## src/rtl/scb_pkg.sv

```systemverilog
package scb_pkg;
  localparam int WORD_W   = 32;
  localparam int BE_W     = WORD_W / 8;
  localparam int WIN_BITS = 4;

  typedef enum logic [1:0] {
    OP_LOAD = 2'd0,
    OP_SET  = 2'd1,
    OP_CLR  = 2'd2,
    OP_FLIP = 2'd3
  } bitop_e;

  // Alias offset within the 16-byte window picks the merge operation.
  function automatic bitop_e op_of_offset(input logic [WIN_BITS-1:0] low);
    return bitop_e'(low[3:2]);
  endfunction

  function automatic logic [WORD_W-1:0] merge_word(
      input bitop_e            op,
      input logic [WORD_W-1:0] cur,
      input logic [WORD_W-1:0] d);
    logic [WORD_W-1:0] res;
    unique case (op)
      OP_LOAD: res = d;
      OP_SET:  res = cur | d;
      OP_CLR:  res = cur & ~d;
      default: res = cur ^ d;
    endcase
    return res;
  endfunction

  function automatic logic word_aligned(input logic [1:0] low2,
                                        input logic [BE_W-1:0] be);
    return (low2 == 2'b00) && (&be);
  endfunction
endpackage

```

## src/rtl/scb_decode.sv

```systemverilog
module scb_decode
  import scb_pkg::*;
#(
  parameter int NUM_REGS = 16,
  parameter int IDX_W    = 4,
  parameter int ADDR_W   = 9
) (
  input  logic                acc_en,
  input  logic                acc_we,
  input  logic [ADDR_W-1:0]   acc_addr,
  input  logic [BE_W-1:0]     acc_be,
  output logic [IDX_W-1:0]    idx,
  output bitop_e              op,
  output logic                bad_align,
  output logic                bad_range,
  output logic [NUM_REGS-1:0] wr_sel
);
  localparam int SEL_W = ADDR_W - WIN_BITS;
  localparam logic [SEL_W-1:0] LIMIT = SEL_W'(NUM_REGS);

  logic [SEL_W-1:0] idx_full;
  logic             wr_ok;

  assign idx_full  = acc_addr[ADDR_W-1:WIN_BITS];
  assign idx       = idx_full[IDX_W-1:0];
  assign op        = op_of_offset(acc_addr[WIN_BITS-1:0]);
  assign bad_align = !word_aligned(acc_addr[1:0], acc_be);
  assign bad_range = (idx_full >= LIMIT);
  assign wr_ok     = acc_en && acc_we && !bad_align && !bad_range;

  for (genvar i = 0; i < NUM_REGS; i++) begin : g_sel
    assign wr_sel[i] = wr_ok && (idx == IDX_W'(i));
  end
endmodule

```

## src/rtl/scb_reg_file.sv

```systemverilog
module scb_reg_file
  import scb_pkg::*;
#(
  parameter int NUM_REGS = 16
) (
  input  logic                             clk,
  input  logic                             rst_n,
  input  logic [NUM_REGS-1:0]              wr_sel,
  input  bitop_e                           op,
  input  logic [WORD_W-1:0]                wdata,
  output logic [NUM_REGS-1:0][WORD_W-1:0]  regs_q
);
  for (genvar i = 0; i < NUM_REGS; i++) begin : g_word
    always_ff @(posedge clk) begin
      if (!rst_n) begin
        regs_q[i] <= '0;
      end else if (wr_sel[i]) begin
        regs_q[i] <= merge_word(op, regs_q[i], wdata);
      end
    end
  end
endmodule

```

## src/rtl/scb_rsp.sv

```systemverilog
module scb_rsp
  import scb_pkg::*;
#(
  parameter int NUM_REGS = 16,
  parameter int IDX_W    = 4
) (
  input  logic                            clk,
  input  logic                            rst_n,
  input  logic                            acc_en,
  input  logic                            acc_we,
  input  logic                            acc_bad,
  input  logic [IDX_W-1:0]                idx,
  input  logic [NUM_REGS-1:0][WORD_W-1:0] regs_q,
  output logic                            rsp_valid,
  output logic                            rsp_err,
  output logic [WORD_W-1:0]               rsp_rdata
);
  logic [WORD_W-1:0] rd_word;

  always_comb begin
    rd_word = '0;
    if (acc_en && !acc_we && !acc_bad) begin
      rd_word = regs_q[idx];
    end
  end

  always_ff @(posedge clk) begin
    if (!rst_n) begin
      rsp_valid <= 1'b0;
      rsp_err   <= 1'b0;
      rsp_rdata <= '0;
    end else begin
      rsp_valid <= acc_en;
      rsp_err   <= acc_en && acc_bad;
      rsp_rdata <= rd_word;
    end
  end
endmodule

```

## src/rtl/scb_bank.sv

```systemverilog
module scb_bank
  import scb_pkg::*;
#(
  parameter  int NUM_REGS = 16,
  localparam int IDX_W    = (NUM_REGS > 1) ? $clog2(NUM_REGS) : 1,
  localparam int ADDR_W   = IDX_W + WIN_BITS + 1
) (
  input  logic              clk,
  input  logic              rst_n,
  input  logic              acc_en,
  input  logic              acc_we,
  input  logic [ADDR_W-1:0] acc_addr,
  input  logic [31:0]       acc_wdata,
  input  logic [3:0]        acc_be,
  output logic              rsp_valid,
  output logic              rsp_err,
  output logic [31:0]       rsp_rdata
);
  // Named internal events, visible to the bound checker.
  logic [IDX_W-1:0]                dec_idx;
  bitop_e                          dec_op;
  logic                            dec_bad_align;
  logic                            dec_bad_range;
  logic                            dec_bad;
  logic [NUM_REGS-1:0]             wr_sel;
  logic [NUM_REGS-1:0][WORD_W-1:0] regs_q;

  scb_decode #(.NUM_REGS(NUM_REGS), .IDX_W(IDX_W), .ADDR_W(ADDR_W)) u_dec (
    .acc_en    (acc_en),
    .acc_we    (acc_we),
    .acc_addr  (acc_addr),
    .acc_be    (acc_be),
    .idx       (dec_idx),
    .op        (dec_op),
    .bad_align (dec_bad_align),
    .bad_range (dec_bad_range),
    .wr_sel    (wr_sel)
  );

  assign dec_bad = dec_bad_align || dec_bad_range;

  scb_reg_file #(.NUM_REGS(NUM_REGS)) u_regs (
    .clk    (clk),
    .rst_n  (rst_n),
    .wr_sel (wr_sel),
    .op     (dec_op),
    .wdata  (acc_wdata),
    .regs_q (regs_q)
  );

  scb_rsp #(.NUM_REGS(NUM_REGS), .IDX_W(IDX_W)) u_rsp (
    .clk       (clk),
    .rst_n     (rst_n),
    .acc_en    (acc_en),
    .acc_we    (acc_we),
    .acc_bad   (dec_bad),
    .idx       (dec_idx),
    .regs_q    (regs_q),
    .rsp_valid (rsp_valid),
    .rsp_err   (rsp_err),
    .rsp_rdata (rsp_rdata)
  );
endmodule

```

## config.mk

```make
export PLATFORM = sky130hd
export DESIGN_NAME = scb_bank
export DESIGN_NICKNAME = d
export VERILOG_FILES = /design/src/rtl/scb_pkg.sv /design/src/rtl/scb_decode.sv /design/src/rtl/scb_reg_file.sv /design/src/rtl/scb_rsp.sv /design/src/rtl/scb_bank.sv
export SDC_FILE = /design/constraint.sdc
export NUM_CORES = 2
export LEC_CHECK = 0
export ABC_AREA = 1
export BUFFER_PORTS_ARGS = -buffer_cell sky130_fd_sc_hd__buf_2
export CORE_MARGIN = 2
export CORE_UTILIZATION = 41
export CTS_BUF_LIST = sky130_fd_sc_hd__clkbuf_8
export DETAILED_ROUTE_END_ITERATION = 16
export PLACE_DENSITY = 0.56
export SYNTH_ARGS = -nofsm -noshare
export SYNTH_HDL_FRONTEND = slang
export SYNTH_HIERARCHICAL = 1
export SYNTH_SLANG_ARGS = --single-unit
```

## constraint.sdc

```tcl
create_clock -name clk -period 1.51 [get_ports clk]
set_input_delay 0 -clock clk [delete_from_list [all_inputs] [get_ports clk]]
set_output_delay 0 -clock clk [all_outputs]
set_load 0.02 [all_outputs]
```

==> impl_metrics.env <==
export IMPL_die_w_um=371
export IMPL_grt_ovfl_total=0
export IMPL_antenna_found_initial=20
export IMPL_grt_max_degree=116
export IMPL_clock_path_buffers=3
export IMPL_post_drt_wl_per_cell_um=17.8
export IMPL_dp_cells=9963
export IMPL_crit_chain="buf_4"
export IMPL_grt_use_total_pct=25.8
export IMPL_path_max_fanout=1
export IMPL_cts_tree="built"
export IMPL_drt_total_wl_mm=182
export IMPL_num_vias=53400
export IMPL_syn_num_nets=9540
export IMPL_ant_nets=0
export IMPL_synth_fa_ha_area_share_pct=23.1
export IMPL_synth_seq_cells=546
export IMPL_finalHoldViolations=0
export IMPL_fin_cells=10200
export IMPL_pwr_share_seq_pct=37.6
export IMPL_synth_warnings=6
export IMPL_row_count=134
export IMPL_nNetsFinal=9436
export IMPL_synth_area_um2=55400
export IMPL_worstMarginPinSlew_ps=613
export IMPL_numCtsBuffers=113
export IMPL_synth_area_mux_share_pct=0
export IMPL_postSynthCellCount=8467
export IMPL_die_area_um2=138000
export IMPL_ir_worst_vdd_uv=660
export IMPL_power_switching_uw=12700
export IMPL_setup_ws_ps=26.5
export IMPL_synth_top_family_by_area="simple AND/OR/NAND/NOR gates"
export IMPL_first_pass_iters=8
export IMPL_synthXorXnorAreaFrac_pct=0
export IMPL_initial_core_util_pct=41.4
export IMPL_crit_family="flip-flops"
export IMPL_p_int_uw=25600
export IMPL_final_common_cell="inv_1"
export IMPL_critPathLaunchType="register"
export IMPL_boundaryPins=83
export IMPL_root_buffer="clkbuf_8"
export IMPL_drc=0
export IMPL_fmax_mhz=674
export IMPL_syn_area_per_cell_um2=6.54
export IMPL_syn_to_final_growth_pct=12.2
export IMPL_fillers=13600
export IMPL_post_place_ws_ps=-97.4
export IMPL_final_cell_mix="inv_1, nand3_1, nand2_1"
export IMPL_skew_ps=27.9
export IMPL_cp_required_ps=1510
export IMPL_io_buffers=82
export IMPL_htreeDepth=3
export IMPL_cts_num_sinks=546
export IMPL_crit_buf_inv=1
export IMPL_leakagePower_uw=0.0298
export IMPL_clkTransAtPathRegs_ps=70
export IMPL_p_comb_share_pct=20.7
export IMPL_drv_cap=0
export IMPL_clk_latency_ps=830
export IMPL_grt_pass1_vias=49700
export IMPL_die_h_um=371
export IMPL_yosys_area_share_simple_pct=28.2
export IMPL_finalWeightedCongestion=0.798
export IMPL_synth_compound_area_share_pct=13.3
export IMPL_yosysUniqueCellTypes=29
export IMPL_clock_power_share_pct=41.7
export IMPL_cpPeakStageDelay_ps=450
export IMPL_critical_path_class="register to primary output"
export IMPL_end_kind="primary output"
export IMPL_setup_violations=0
export IMPL_postLayoutCoreUtil_pct=46.4
export IMPL_ys_seq_area_share_pct=19.7
export IMPL_via_per_inst=5.23
export IMPL_slew_violations=0
export IMPL_fin_crit_sh_pct=98.2
export IMPL_slew_headroom_pct=59.2
export IMPL_drtIter0Drc=4066
export IMPL_grt_first_pass_wirelength_mm=284
export IMPL_hpwl_mm=111
export IMPL_status="completed"
export IMPL_rsz0062_at_grt="no"
export IMPL_critical_path_arrival_ps=1480
export IMPL_power_per_cell_area_nw_per_um2=617
export IMPL_drive_gt1_share_pct=9.17
export IMPL_min_path_type="input port to register"
export IMPL_slowest_stage="dfxtp_1"
export IMPL_core_area_um2=134000
export IMPL_swShare_pct=33.1
export IMPL_min_period_ps=1480
==> synth_stat cells (all sizes together) <==
| master | n | area (µm²) |
|---|---|---|
| o21ai | 977 | 4890 |
| or2 | 465 | 2910 |
| a21oi | 497 | 2490 |
| nor3 | 1 | 5.00 |
| dfxtp | 546 | 10900 |
| clkbuf | 324 | 1220 |
| clkinv | 1 | 3.75 |
| nand3 | 1377 | 6900 |
| ha | 1024 | 12800 |
| nor2 | 154 | 637 |
| inv | 1537 | 5770 |
| buf | 276 | 1660 |
| nand4 | 47 | 294 |
| nand2 | 1241 | 4840 |
==> cell families (layout without fill, tap and decap cells) <==
group | count (synthesis) | in the layout
other | 0 | 7
AOI/OAI and AO/OA | 1474 | 1474
buffers and inverters | 2138 | 2118
DFF | 546 | 546
adders and majority gates | 1024 | 1024
and+or+nand+nor | 3285 | 3285
==> flip-flops by register name, indices dropped and copies added (netlist names) <==
signal,flops
u_rsp/rsp_valid,1
u_regs/regs_q,512
u_rsp/rsp_err,1
u_rsp/rsp_rdata,32
==> metal layers <==
| metal | up-vias | global-route usage [%] | wire length [µm] |
|---|---|---|---|
| met5 | - | 0 | 38 |
| met4 | 6 | 7.61 | 4980 |
| met1 | 25000 | 34.4 | 84200 |
| met2 | 1341 | 43.5 | 83600 |
| li1 | 26700 | - | - |
| met3 | 310 | 3.06 | 9420 |
==> through the flow <==
step	TNS (ps)	cell area (µm²)	total power [µW]	hold slack, ps
floorplan	0	55400	19900	129
global placement	-107	59300	22300	270
detailed placement	-128	59300	22500	275
CTS	0	62000	38800	164
global route	0	62100	40300	214
finish	0	62100	38300	240
==> repair_timing <==
action | 4_1_cts | 5_1_grt
setup endpoints to repair | 16 | 1
cloned | 0 | 1
endpoints found under the hold margin | 546 | 0
buffers inserted | 0 | 1
resized for setup | 27 | 6
pin swaps | 0 | 1
hold buffers | 51 | 0
==> power groups by stage <==
stage	logic (µW)	registers, µW	clock network [µW]
2_1_floorplan	5200	14700	0
3_3_place_gp	7600	14700	0
3_5_place_dp	7790	14700	0
4_1_cts	7940	14400	16400
5_1_grt	8940	14400	17000
6_report	7950	14400	16000
==> path summary, 6_finish.rpt <==
kind	start	endpoint	slack [ps]	cells after the start
hold / removal	rst_n	u_regs/regs_q[449]	240	5
hold reg to reg	u_regs/regs_q[180]	u_regs/regs_q[180]	560	2
setup / recovery	u_rsp/rsp_rdata[11]	rsp_rdata[11]	30	1
setup reg to reg	u_regs/regs_q[357]	u_regs/regs_q[357]	190	5
==> final cells by class <==
| cell class | instances | area, µm² | share of cell area, % |
|---|---|---|---|
| Antenna cell | 7 | 17.5 | 0.0282 |
| Clock buffer | 142 | 1950 | 3.15 |
| Clock inverter | 57 | 236 | 0.381 |
| Inverter | 1538 | 5800 | 9.34 |
| Multi-Input combinational cell | 5783 | 35900 | 57.8 |
| Sequential cell | 546 | 11000 | 17.6 |
| Tap cell | 1768 | 2210 | 3.56 |
| Timing Repair Buffer | 381 | 5010 | 8.08 |
No activity file was read; power rests on OpenSTA's default activity.
